$ cat src/rtl/asram_ctl_pkg.sv
package asram_ctl_pkg;

   typedef enum logic [2:0] {
      ST_IDLE,
      ST_W_SEL,
      ST_W_PULSE,
      ST_W_HOLD,
      ST_R_ACC,
      ST_REC
   } ctl_state_t;

   // Cycles needed to cover a nanosecond interval, rounded up.
   function automatic int unsigned ns_to_cyc(input int unsigned ns, input int unsigned per);
      return (ns == 0) ? 0 : (ns + per - 1) / per;
   endfunction

   function automatic int unsigned umax(input int unsigned a, input int unsigned b);
      return (a > b) ? a : b;
   endfunction

endpackage

$ cat src/rtl/asram_ctl_timer.sv
module asram_ctl_timer #(
   parameter int unsigned LEN = 1
) (
   input  logic clk,
   input  logic rst_n,
   input  logic load,
   output logic done
);
   localparam int unsigned CW = (LEN < 2) ? 1 : $clog2(LEN);

   logic [CW-1:0] cnt;

   initial begin
      assert (LEN >= 1) else $error("timer length must be at least one cycle");
   end

   // Loaded on the edge that opens the phase; done on the LEN-th cycle.
   always_ff @(posedge clk or negedge rst_n) begin
      if (!rst_n)          cnt <= '0;
      else if (load)       cnt <= CW'(LEN - 1);
      else if (cnt != '0)  cnt <= cnt - 1'b1;
   end

   assign done = (cnt == '0);
endmodule

$ cat src/rtl/asram_ctl_seq.sv
module asram_ctl_seq
   import asram_ctl_pkg::*;
#(
   parameter int unsigned WP_CYC   = 5,
   parameter int unsigned CW_CYC   = 6,
   parameter int unsigned DW_CYC   = 4,
   parameter int unsigned ACC_CYC  = 7,
   parameter int unsigned TURN_CYC = 3
) (
   input  logic clk,
   input  logic rst_n,
   input  logic req_valid,
   input  logic req_write,
   output logic req_ready,
   output logic accept,
   output logic capture,
   output logic cs_n,
   output logic cs,
   output logic oe_n,
   output logic we_n,
   output logic dq_oe
);
   localparam bit HAS_TURN = (TURN_CYC != 0);

   ctl_state_t st, st_nx;
   logic wp_done, cw_done, dw_done, acc_done, turn_done;
   logic ld_cw, ld_wp, ld_dw, ld_acc;
   logic drv_q, drv_set, after_rd_q;

   // ---------------- per-phase timers ----------------
   asram_ctl_timer #(.LEN(WP_CYC))  u_t_wp  (.clk(clk), .rst_n(rst_n), .load(ld_wp),  .done(wp_done));
   asram_ctl_timer #(.LEN(CW_CYC))  u_t_cw  (.clk(clk), .rst_n(rst_n), .load(ld_cw),  .done(cw_done));
   asram_ctl_timer #(.LEN(DW_CYC))  u_t_dw  (.clk(clk), .rst_n(rst_n), .load(ld_dw),  .done(dw_done));
   asram_ctl_timer #(.LEN(ACC_CYC)) u_t_acc (.clk(clk), .rst_n(rst_n), .load(ld_acc), .done(acc_done));

   generate
      if (HAS_TURN) begin : g_turn
         asram_ctl_timer #(.LEN(TURN_CYC)) u_t_turn (
            .clk(clk), .rst_n(rst_n), .load(ld_wp), .done(turn_done)
         );
      end else begin : g_no_turn
         assign turn_done = 1'b1;
      end
   endgenerate

   // ---------------- next state ----------------
   always_comb begin
      st_nx   = st;
      capture = 1'b0;
      unique case (st)
         ST_IDLE:    if (req_valid) st_nx = req_write ? ST_W_SEL : ST_R_ACC;
         ST_W_SEL:   st_nx = ST_W_PULSE;
         ST_W_PULSE: if (wp_done && cw_done && drv_q && dw_done) st_nx = ST_W_HOLD;
         ST_W_HOLD:  st_nx = ST_REC;
         ST_R_ACC:   if (acc_done) begin
                        capture = 1'b1;
                        st_nx   = ST_REC;
                     end
         ST_REC:     st_nx = ST_IDLE;
         default:    st_nx = ST_IDLE;
      endcase
   end

   assign req_ready = (st == ST_IDLE);
   assign accept    = req_ready && req_valid;
   assign ld_cw     = accept && req_write;
   assign ld_acc    = accept && !req_write;
   assign ld_wp     = (st == ST_W_SEL);
   assign drv_set   = ((st == ST_W_SEL) && (!after_rd_q || !HAS_TURN))
                   || ((st == ST_W_PULSE) && !drv_q && after_rd_q && turn_done);
   assign ld_dw     = drv_set;

   always_ff @(posedge clk or negedge rst_n) begin
      if (!rst_n) begin
         st         <= ST_IDLE;
         drv_q      <= 1'b0;
         after_rd_q <= 1'b0;
         cs_n       <= 1'b1;
         cs         <= 1'b0;
         oe_n       <= 1'b1;
         we_n       <= 1'b1;
      end else begin
         st <= st_nx;
         if (drv_set)               drv_q <= 1'b1;
         else if (st == ST_W_HOLD)  drv_q <= 1'b0;
         if (capture)               after_rd_q <= 1'b1;
         else if (st == ST_W_HOLD)  after_rd_q <= 1'b0;
         cs_n <= !(st_nx inside {ST_W_SEL, ST_W_PULSE, ST_W_HOLD, ST_R_ACC});
         cs   <=  (st_nx inside {ST_W_SEL, ST_W_PULSE, ST_W_HOLD, ST_R_ACC});
         oe_n <= !(st_nx == ST_R_ACC);
         we_n <= !(st_nx == ST_W_PULSE);
      end
   end

   assign dq_oe = drv_q;

   // ---------------- checks ----------------
   logic [15:0] we_run, sel_run, drv_run;
   always_ff @(posedge clk or negedge rst_n) begin
      if (!rst_n) begin
         we_run  <= '0;
         sel_run <= '0;
         drv_run <= '0;
      end else begin
         we_run  <= we_n ? '0 : we_run + 1'b1;
         sel_run <= cs_n ? '0 : sel_run + 1'b1;
         drv_run <= (we_n || !dq_oe) ? '0 : drv_run + 1'b1;
      end
   end

   a_r5_oe_we_exclusive: assert property (@(posedge clk) disable iff (!rst_n)
      !(!oe_n && !we_n));
   a_r5_pulse_width: assert property (@(posedge clk) disable iff (!rst_n)
      $rose(we_n) |-> (we_run >= 16'(WP_CYC)));
   a_r5_select_to_end: assert property (@(posedge clk) disable iff (!rst_n)
      $rose(we_n) |-> (sel_run >= 16'(CW_CYC)));
   a_r6_data_setup: assert property (@(posedge clk) disable iff (!rst_n)
      $rose(we_n) |-> (drv_run >= 16'(DW_CYC)));
   a_r6_hold_cycle: assert property (@(posedge clk) disable iff (!rst_n)
      $rose(we_n) |-> dq_oe);
   a_r6_release: assert property (@(posedge clk) disable iff (!rst_n)
      (we_n && $past(we_n)) |-> !dq_oe);
   a_r6_no_clash: assert property (@(posedge clk) disable iff (!rst_n)
      dq_oe |-> oe_n);
   a_r9_standby: assert property (@(posedge clk) disable iff (!rst_n)
      req_ready |-> (cs_n && !cs && oe_n && we_n && !dq_oe));
endmodule

$ cat src/rtl/asram_ctl_datapath.sv
module asram_ctl_datapath #(
   parameter int unsigned ADDR_W = 19,
   parameter int unsigned DATA_W = 8
) (
   input  logic              clk,
   input  logic              rst_n,
   input  logic              accept,
   input  logic              capture,
   input  logic              sel_n,
   input  logic [ADDR_W-1:0] req_addr,
   input  logic [DATA_W-1:0] req_wdata,
   input  logic [DATA_W-1:0] mem_dq_i,
   output logic [ADDR_W-1:0] mem_addr,
   output logic [DATA_W-1:0] mem_dq_o,
   output logic              rd_valid,
   output logic [DATA_W-1:0] rd_data
);
   always_ff @(posedge clk or negedge rst_n) begin
      if (!rst_n) begin
         mem_addr <= '0;
         mem_dq_o <= '0;
         rd_valid <= 1'b0;
         rd_data  <= '0;
      end else begin
         if (accept) begin
            mem_addr <= req_addr;
            mem_dq_o <= req_wdata;
         end
         rd_valid <= capture;
         if (capture) rd_data <= mem_dq_i;
      end
   end

   a_r8_addr_stable: assert property (@(posedge clk) disable iff (!rst_n)
      (!sel_n && $past(!sel_n)) |-> ($stable(mem_addr) && $stable(mem_dq_o)));
   a_r4_single_strobe: assert property (@(posedge clk) disable iff (!rst_n)
      rd_valid |=> !rd_valid);
endmodule

$ cat src/rtl/asram_ctl.sv
module asram_ctl
   import asram_ctl_pkg::*;
#(
   parameter int unsigned ADDR_W        = 19,
   parameter int unsigned DATA_W        = 8,
   parameter int unsigned CLK_PERIOD_NS = 8,
   parameter int unsigned T_WP_NS       = 40,
   parameter int unsigned T_CW_NS       = 45,
   parameter int unsigned T_DW_NS       = 25,
   parameter int unsigned T_AA_NS       = 55,
   parameter int unsigned T_OE_NS       = 25,
   parameter int unsigned T_TURN_NS     = 20
) (
   input  logic              clk,
   input  logic              rst_n,
   input  logic              req_valid,
   output logic              req_ready,
   input  logic              req_write,
   input  logic [ADDR_W-1:0] req_addr,
   input  logic [DATA_W-1:0] req_wdata,
   output logic              rd_valid,
   output logic [DATA_W-1:0] rd_data,
   output logic [ADDR_W-1:0] mem_addr,
   output logic              mem_cs_n,
   output logic              mem_cs,
   output logic              mem_oe_n,
   output logic              mem_we_n,
   output logic [DATA_W-1:0] mem_dq_o,
   output logic              mem_dq_oe,
   input  logic [DATA_W-1:0] mem_dq_i
);
   localparam int unsigned WP_CYC   = ns_to_cyc(T_WP_NS, CLK_PERIOD_NS);
   localparam int unsigned CW_CYC   = ns_to_cyc(T_CW_NS, CLK_PERIOD_NS);
   localparam int unsigned DW_CYC   = ns_to_cyc(T_DW_NS, CLK_PERIOD_NS);
   localparam int unsigned ACC_CYC  = umax(ns_to_cyc(T_AA_NS, CLK_PERIOD_NS),
                                           ns_to_cyc(T_OE_NS, CLK_PERIOD_NS));
   localparam int unsigned TURN_CYC = ns_to_cyc(T_TURN_NS, CLK_PERIOD_NS);

   initial begin
      assert (CLK_PERIOD_NS > 0) else $error("clock period must be nonzero");
      assert (ADDR_W >= 1 && DATA_W >= 1) else $error("bus widths must be nonzero");
      assert (WP_CYC >= 1 && CW_CYC >= 1) else $error("write strobe intervals must be nonzero");
      assert (DW_CYC >= 1 && ACC_CYC >= 1) else $error("setup and access intervals must be nonzero");
   end

   logic accept, capture;

   asram_ctl_seq #(
      .WP_CYC(WP_CYC), .CW_CYC(CW_CYC), .DW_CYC(DW_CYC),
      .ACC_CYC(ACC_CYC), .TURN_CYC(TURN_CYC)
   ) u_seq (
      .clk(clk), .rst_n(rst_n),
      .req_valid(req_valid), .req_write(req_write), .req_ready(req_ready),
      .accept(accept), .capture(capture),
      .cs_n(mem_cs_n), .cs(mem_cs), .oe_n(mem_oe_n), .we_n(mem_we_n),
      .dq_oe(mem_dq_oe)
   );

   asram_ctl_datapath #(.ADDR_W(ADDR_W), .DATA_W(DATA_W)) u_dp (
      .clk(clk), .rst_n(rst_n),
      .accept(accept), .capture(capture), .sel_n(mem_cs_n),
      .req_addr(req_addr), .req_wdata(req_wdata), .mem_dq_i(mem_dq_i),
      .mem_addr(mem_addr), .mem_dq_o(mem_dq_o),
      .rd_valid(rd_valid), .rd_data(rd_data)
   );
endmodule

$ cat config.mk
export PLATFORM = sky130hd
export DESIGN_NAME = asram_ctl
export DESIGN_NICKNAME = d
export VERILOG_FILES = /design/src/rtl/asram_ctl_pkg.sv /design/src/rtl/asram_ctl_timer.sv /design/src/rtl/asram_ctl_seq.sv /design/src/rtl/asram_ctl_datapath.sv /design/src/rtl/asram_ctl.sv
export SDC_FILE = /design/constraint.sdc
export NUM_CORES = 1
export LEC_CHECK = 0
export CORE_AREA = 2 2 82 84
export CTS_BUF_LIST = sky130_fd_sc_hd__clkbuf_16
export CTS_CLUSTER_DIAMETER = 100
export DETAILED_ROUTE_END_ITERATION = 8
export DIE_AREA = 0 0 84 86
export PLACE_DENSITY = 0.77
export SETUP_SLACK_MARGIN = 0.1
export SLEW_MARGIN = 20
export SYNTH_ARGS = -nofsm -noshare
export SYNTH_HDL_FRONTEND = slang
export SYNTH_SLANG_ARGS = --single-unit
export TNS_END_PERCENT = 100
$ cat constraint.sdc
create_clock -name clk -period 1.8 [get_ports clk]
set_input_delay 0.36 -clock clk [delete_from_list [all_inputs] [get_ports clk]]
set_output_delay 0.36 -clock clk [all_outputs]
set_load 0.05 [all_outputs]
Word-level counts from Yosys, hierarchy flattened
Cells that the tools add are included.

word-level totals
  output and inout bits = 42
  bits in latches = 0
  word-level logic and storage cells = 85
  memories kept = 0
  bits of input ports = 39
  memory bits (writable) = 0
  register bits after elaboration = 58
  bits in read-only memories = 0

cells by class
  multiply operators = 0
  mux-type cells = 20
  equality and inequality tests = 8
  bitwise logic cells = 0
  add/subtract/negate cells = 5
  divide/modulo/power cells = 0
  magnitude comparators = 0
  reductions and logical operators = 36
  shift-type cells = 0

operators by type and width
  kind                                                                    count
  3-bit 2-to-1 mux                                                        10
  2-bit nonzero test                                                      9
  3-bit case mux with 5 select lines                                      1
  3-bit by 2-bit equality test with 1-bit output (second input constant)  4
  3-bit logical NOT                                                       4
  1-bit logical AND                                                       10
  3-bit nonzero test                                                      3
  3-bit by 1-bit subtractor with 3-bit output (second input constant)     3
  2-bit 2-to-1 mux                                                        4
  3-bit by 1-bit equality test with 1-bit output (second input constant)  2
  3-bit equality test (second input constant)                             2
  1-bit logical NOT                                                       6
  1-bit 2-to-1 mux                                                        5
  2-bit logical NOT                                                       2
  4-bit nonzero test                                                      1
  2-bit by 1-bit subtractor with 2-bit output (second input constant)     2
  1-bit logical OR                                                        1

Logic depth before layout (Yosys ltp)
  depth in word-level cells = 9
  depth in mapped cells = 6
  mapped depth without buffers = 5

Cells and area by module
A second synthesis with hierarchy kept.

second synthesis, totals
  cell total of the unflattened synthesis = 192
  area, all modules = 2652.5 µm²

modules (own cells, without submodules)
  module                                   area each (µm²)  sequential area each (µm²)  cells each  times used
  asram_ctl_datapath                       1426.4           900.9                       75          1
  asram_ctl_seq                            483.0            229.0                       49          1
  asram_ctl_timer (u_seq.u_t_acc)          185.2            75.1                        17          1
  asram_ctl_timer (u_seq.u_t_wp)           183.9            75.1                        16          1
  asram_ctl_timer (u_seq.u_t_cw)           173.9            75.1                        16          1
  asram_ctl_timer (u_seq.g_turn.u_t_turn)  102.6            50.0                        10          1
  asram_ctl_timer (u_seq.u_t_dw)           97.6             50.0                        9           1

Least setup slack after synthesis
No wires, ideal clock.

  path kind = register to register
  start point = register u_seq.st[1]
  end point = register u_seq.u_t_acc.cnt[0]
  period minus slack after synthesis = 2.155 ns
  setup time = 0.119 ns
  path slack = -0.355 ns
  arrival time = 2.036 ns
  required time = 1.681 ns
  path buffers = 1
  stages on the path, launching flop included = 5
  cell sequence = dfrtp_1 -> buf_4 -> nor3_1 -> nand2_1 -> o21a_1

between the ends
  cells in the longest elaborated chain, start to end = 4
  elaborated cells between the ends (all ways) = 5
  classes of those cells = mux: 1; reduce/logical: 4

RTL lines
  what                                                           line                   text
  from (decl)                                                    asram_ctl_seq.sv:25    ctl_state_t st, st_nx;
  from (signal assigned)                                         asram_ctl_seq.sv:83    st <= st_nx;
  3-bit logical NOT *                                            asram_ctl_seq.sv:64    assign req_ready = (st == ST_IDLE);
  via req_ready                                                  asram_ctl.sv:17        output logic req_ready,
  1-bit logical AND *                                            asram_ctl_seq.sv:65    assign accept = req_ready && req_valid;
  1-bit logical AND *                                            asram_ctl_seq.sv:67    assign ld_acc = accept && !req_write;
  3-bit 2-to-1 mux / 2-bit nonzero test (equally long branches)  -
  to (signal assigned)                                           asram_ctl_timer.sv:20  else if (load) cnt <= CW'(LEN - 1);
  to (signal assigned)                                           asram_ctl_timer.sv:21  else if (cnt != '0) cnt <= cnt - 1'b1;
  to (decl)                                                      asram_ctl_timer.sv:11  logic [CW-1:0] cnt;

Mark *: on every way through the listed nets, which the timed path passes. The rest lies on a longest branch.
A chain may end at the register's enable or synchronous reset.

Final worst setup path
  start point = register u_seq.st[2]
  end point = output req_ready

between the ends
  cells in the longest elaborated chain, start to end = 1

RTL lines
  what               line
  3-bit logical NOT  asram_ctl_seq.sv:64
  to (decl)          asram_ctl.sv:17

Every way passes these cells.

==> flow_metrics.env <==
export IMPL_fillers=523
export IMPL_cts_hold_fix_buffers=0
export IMPL_ctsHtreeMaxLevel=3
export IMPL_nNetsFinal=326
export IMPL_yosys_top_cells_count="55 x dfrtp_1, 28 x mux2_2, 11 x inv_1, 11 x nand2_1, 10 x nor2_1"
export IMPL_ff2ff_setup_slack_ns=0.21
export IMPL_async_reset_ff_share_pct=100
export IMPL_outcome="finished clean"
export IMPL_diodes=0
export IMPL_fin_util_pct=58.7
export IMPL_netlist_area_leader_share_pct=54.5
export IMPL_cts_root_buffer="clkbuf_16"
export IMPL_drc_errors=0
export IMPL_cts_tree="yes"
export IMPL_clock_sinks=58
export IMPL_synthCells=185
export IMPL_antenna_found_initial=0
export IMPL_drt_pass1_iter_count=4
export IMPL_clockBufferDepth=2
export IMPL_setup_viol=0
export IMPL_finalCritPeriodShare_pct=91.1
export IMPL_grt_pass1_wl_um=8580
export IMPL_clk_insertion_delay_late_ns=0.31
export IMPL_ys_types=36
export IMPL_syn_area_um2=2520
export IMPL_ys_ff_latch=58
export IMPL_hpwl_um=3560
export IMPL_wl_per_cell_um=14.4
export IMPL_synth_net_count=232
export IMPL_cp_data_arrival_time_ns=1.28
export IMPL_die_area_um2=7220
export IMPL_grt_usage_pct=15.1
export IMPL_placed_cells=344
export IMPL_cts_buffers=9
export IMPL_max_freq_ghz=0.610
export IMPL_drive_above_1_share_pct=39.8
export IMPL_synth_edf_count=0
export IMPL_start_kind="flop"
export IMPL_antenna_left=0
export IMPL_syn_to_final_growth_pct=45.9
export IMPL_rsz0062_at_grt="false"
export IMPL_start_util_pct=40.2
export IMPL_coreArea_um2=6280
export IMPL_synth_top_flop_cell="dfrtp_1"
export IMPL_worstPathRequired_ns=1.44
export IMPL_synth_most_common_cell="dfrtp_1"
export IMPL_cts_setup_buffers=0
export IMPL_gp_congestion=0.769
export IMPL_dp_slack_ns=-0.0892
export IMPL_ys_seq_area_share_pct=57.6
export IMPL_gr_total_overflow=0
export IMPL_worst_pin_slew_ns=0.402
export IMPL_drt_iter0_drc=98
export IMPL_hold_violations=0
export IMPL_die_height_um=86
export IMPL_wl_um=5190
export IMPL_grt_max_degree=59
export IMPL_rows=29
export IMPL_holdWs_ns=0.0247
export IMPL_grt_pass1_vias=1873
export IMPL_synth_area_leaders="dfrtp_1 55%, mux2_2 12%, mux2_4 5.4%"
export IMPL_port_buffers=80
export IMPL_ys_warn_count=0
export IMPL_dieWidth_um=84
export IMPL_stdcell_count=361
export IMPL_syn_area_per_cell_um2=13.6
export IMPL_final_max_slew_violation_count=0
export IMPL_via_per_inst=4.87
export IMPL_worstSetupEndpointType="output port"
export IMPL_min_path_type="primary input to asynchronous set/reset pin"
export IMPL_path_class="flop to output port"
export IMPL_post_route_min_period_ns=1.64
export IMPL_clk_transition_reported_paths_ns=0.05
export IMPL_fin_worst_skew_ns=0.00379
export IMPL_crit_path_max_fanout=11
export IMPL_max_slew_margin_pct=73.2
export IMPL_ios=81
export IMPL_synth_top_area_cell="dfrtp_1"
export IMPL_worst_slack_ns=0.160
export IMPL_max_cap_violations=0
export IMPL_via_count=1757
per-layer routing:
| metal | routed length [um] | global-route usage (%) | vias to the layer above |
|---|---|---|---|
| met5 | 0 | 0 | - |
| met1 | 2140 | 17.2 | 872 |
| met3 | 327 | 5.49 | 8 |
| met4 | 68 | 6.16 | 0 |
| met2 | 2660 | 25.8 | 48 |
| li1 | - | - | 829 |
cells in the final DEF (no fill, tap or decap), types with 3 or more instances in the layout:
| cell | n |
|---|---|
| dfstp_2 | 3 |
| o21ai_0 | 4 |
| buf_12 | 3 |
| clkbuf_16 | 9 |
| xnor2_1 | 3 |
| clkdlybuf4s50_1 | 37 |
| nand2_1 | 11 |
| inv_1 | 12 |
| nand2b_1 | 7 |
| a21oi_1 | 3 |
| buf_4 | 49 |
| ha_1 | 8 |
| mux2_4 | 9 |
| mux2_2 | 28 |
| nor2_1 | 10 |
| dfrtp_1 | 55 |
sequential cells by signal, summed over array words and instances, names as in the netlist, 2 cells and up:
name and flops:
u_seq.g_turn.u_t_turn.cnt 2, u_dp.mem_addr 19, u_seq.u_t_wp.cnt 3, u_seq.u_t_dw.cnt 2
u_seq.u_t_cw.cnt 3, u_dp.mem_dq_o 8, u_seq.u_t_acc.cnt 3, u_dp.rd_data 8
u_seq.st 3
worst paths after layout:
check / from / endpoint / depth (start not counted)
worst max-delay path: u_seq.st[2] / req_ready / 2
worst min-delay path: rst_n / u_seq.u_t_acc.cnt[2] / 2
worst max register to register: u_seq.u_t_acc.cnt[0] / u_seq.st[0] / 5
worst min register to register: u_seq.g_turn.u_t_turn.cnt[1] / u_seq.g_turn.u_t_turn.cnt[1] / 2
max in group asynchronous: rst_n / u_seq.cs_n / 2
min in group clk: u_seq.g_turn.u_t_turn.cnt[1] / u_seq.g_turn.u_t_turn.cnt[1] / 2
logic make-up after synthesis:
group	synth area share, %
buf+inv	4.61
fa+ha+maj	3.96
flops	57.6
compound gates	5.05
xor+xnor	1.73
simple gates	8.37
mux	18.6
through the flow:
stage / setup TNS [ns] / instance area, um2
3_3_place_gp: -0.387 / 3350
2_1_floorplan: 0 / 2530
4_1_cts: 0 / 3670
3_5_place_dp: -1.99 / 3350
5_1_grt: 0 / 3680
6_report: 0 / 3680
what timing repair did:
| item | in CTS | in global routing |
|---|---|---|
| setup endpoints to repair | 9 | 8 |
| pin swaps | 0 | 1 |
| gates cloned | 0 | 1 |
| resized for setup | 2 | 2 |
area by class of cell:
type	count	area (um2)	share of cell area (%)
Clock buffer	9	225	6.11
Clock inverter	7	85.1	2.31
Inverter	11	41.3	1.12
Multi-Input combinational cell	109	978	26.6
Sequential cell	58	1460	39.5
Tap cell	77	96.3	2.61
Timing Repair Buffer	90	803	21.8
worst max-delay path: stages (launching register included):
cell and delay, ns:
dfrtp_1 0.51, nor3_2 0.27, buf_12 0.18
Power is left out: the tool's default activity adds up to more than one toggle a clock period on the data nets, which glitch-free logic cannot reach.
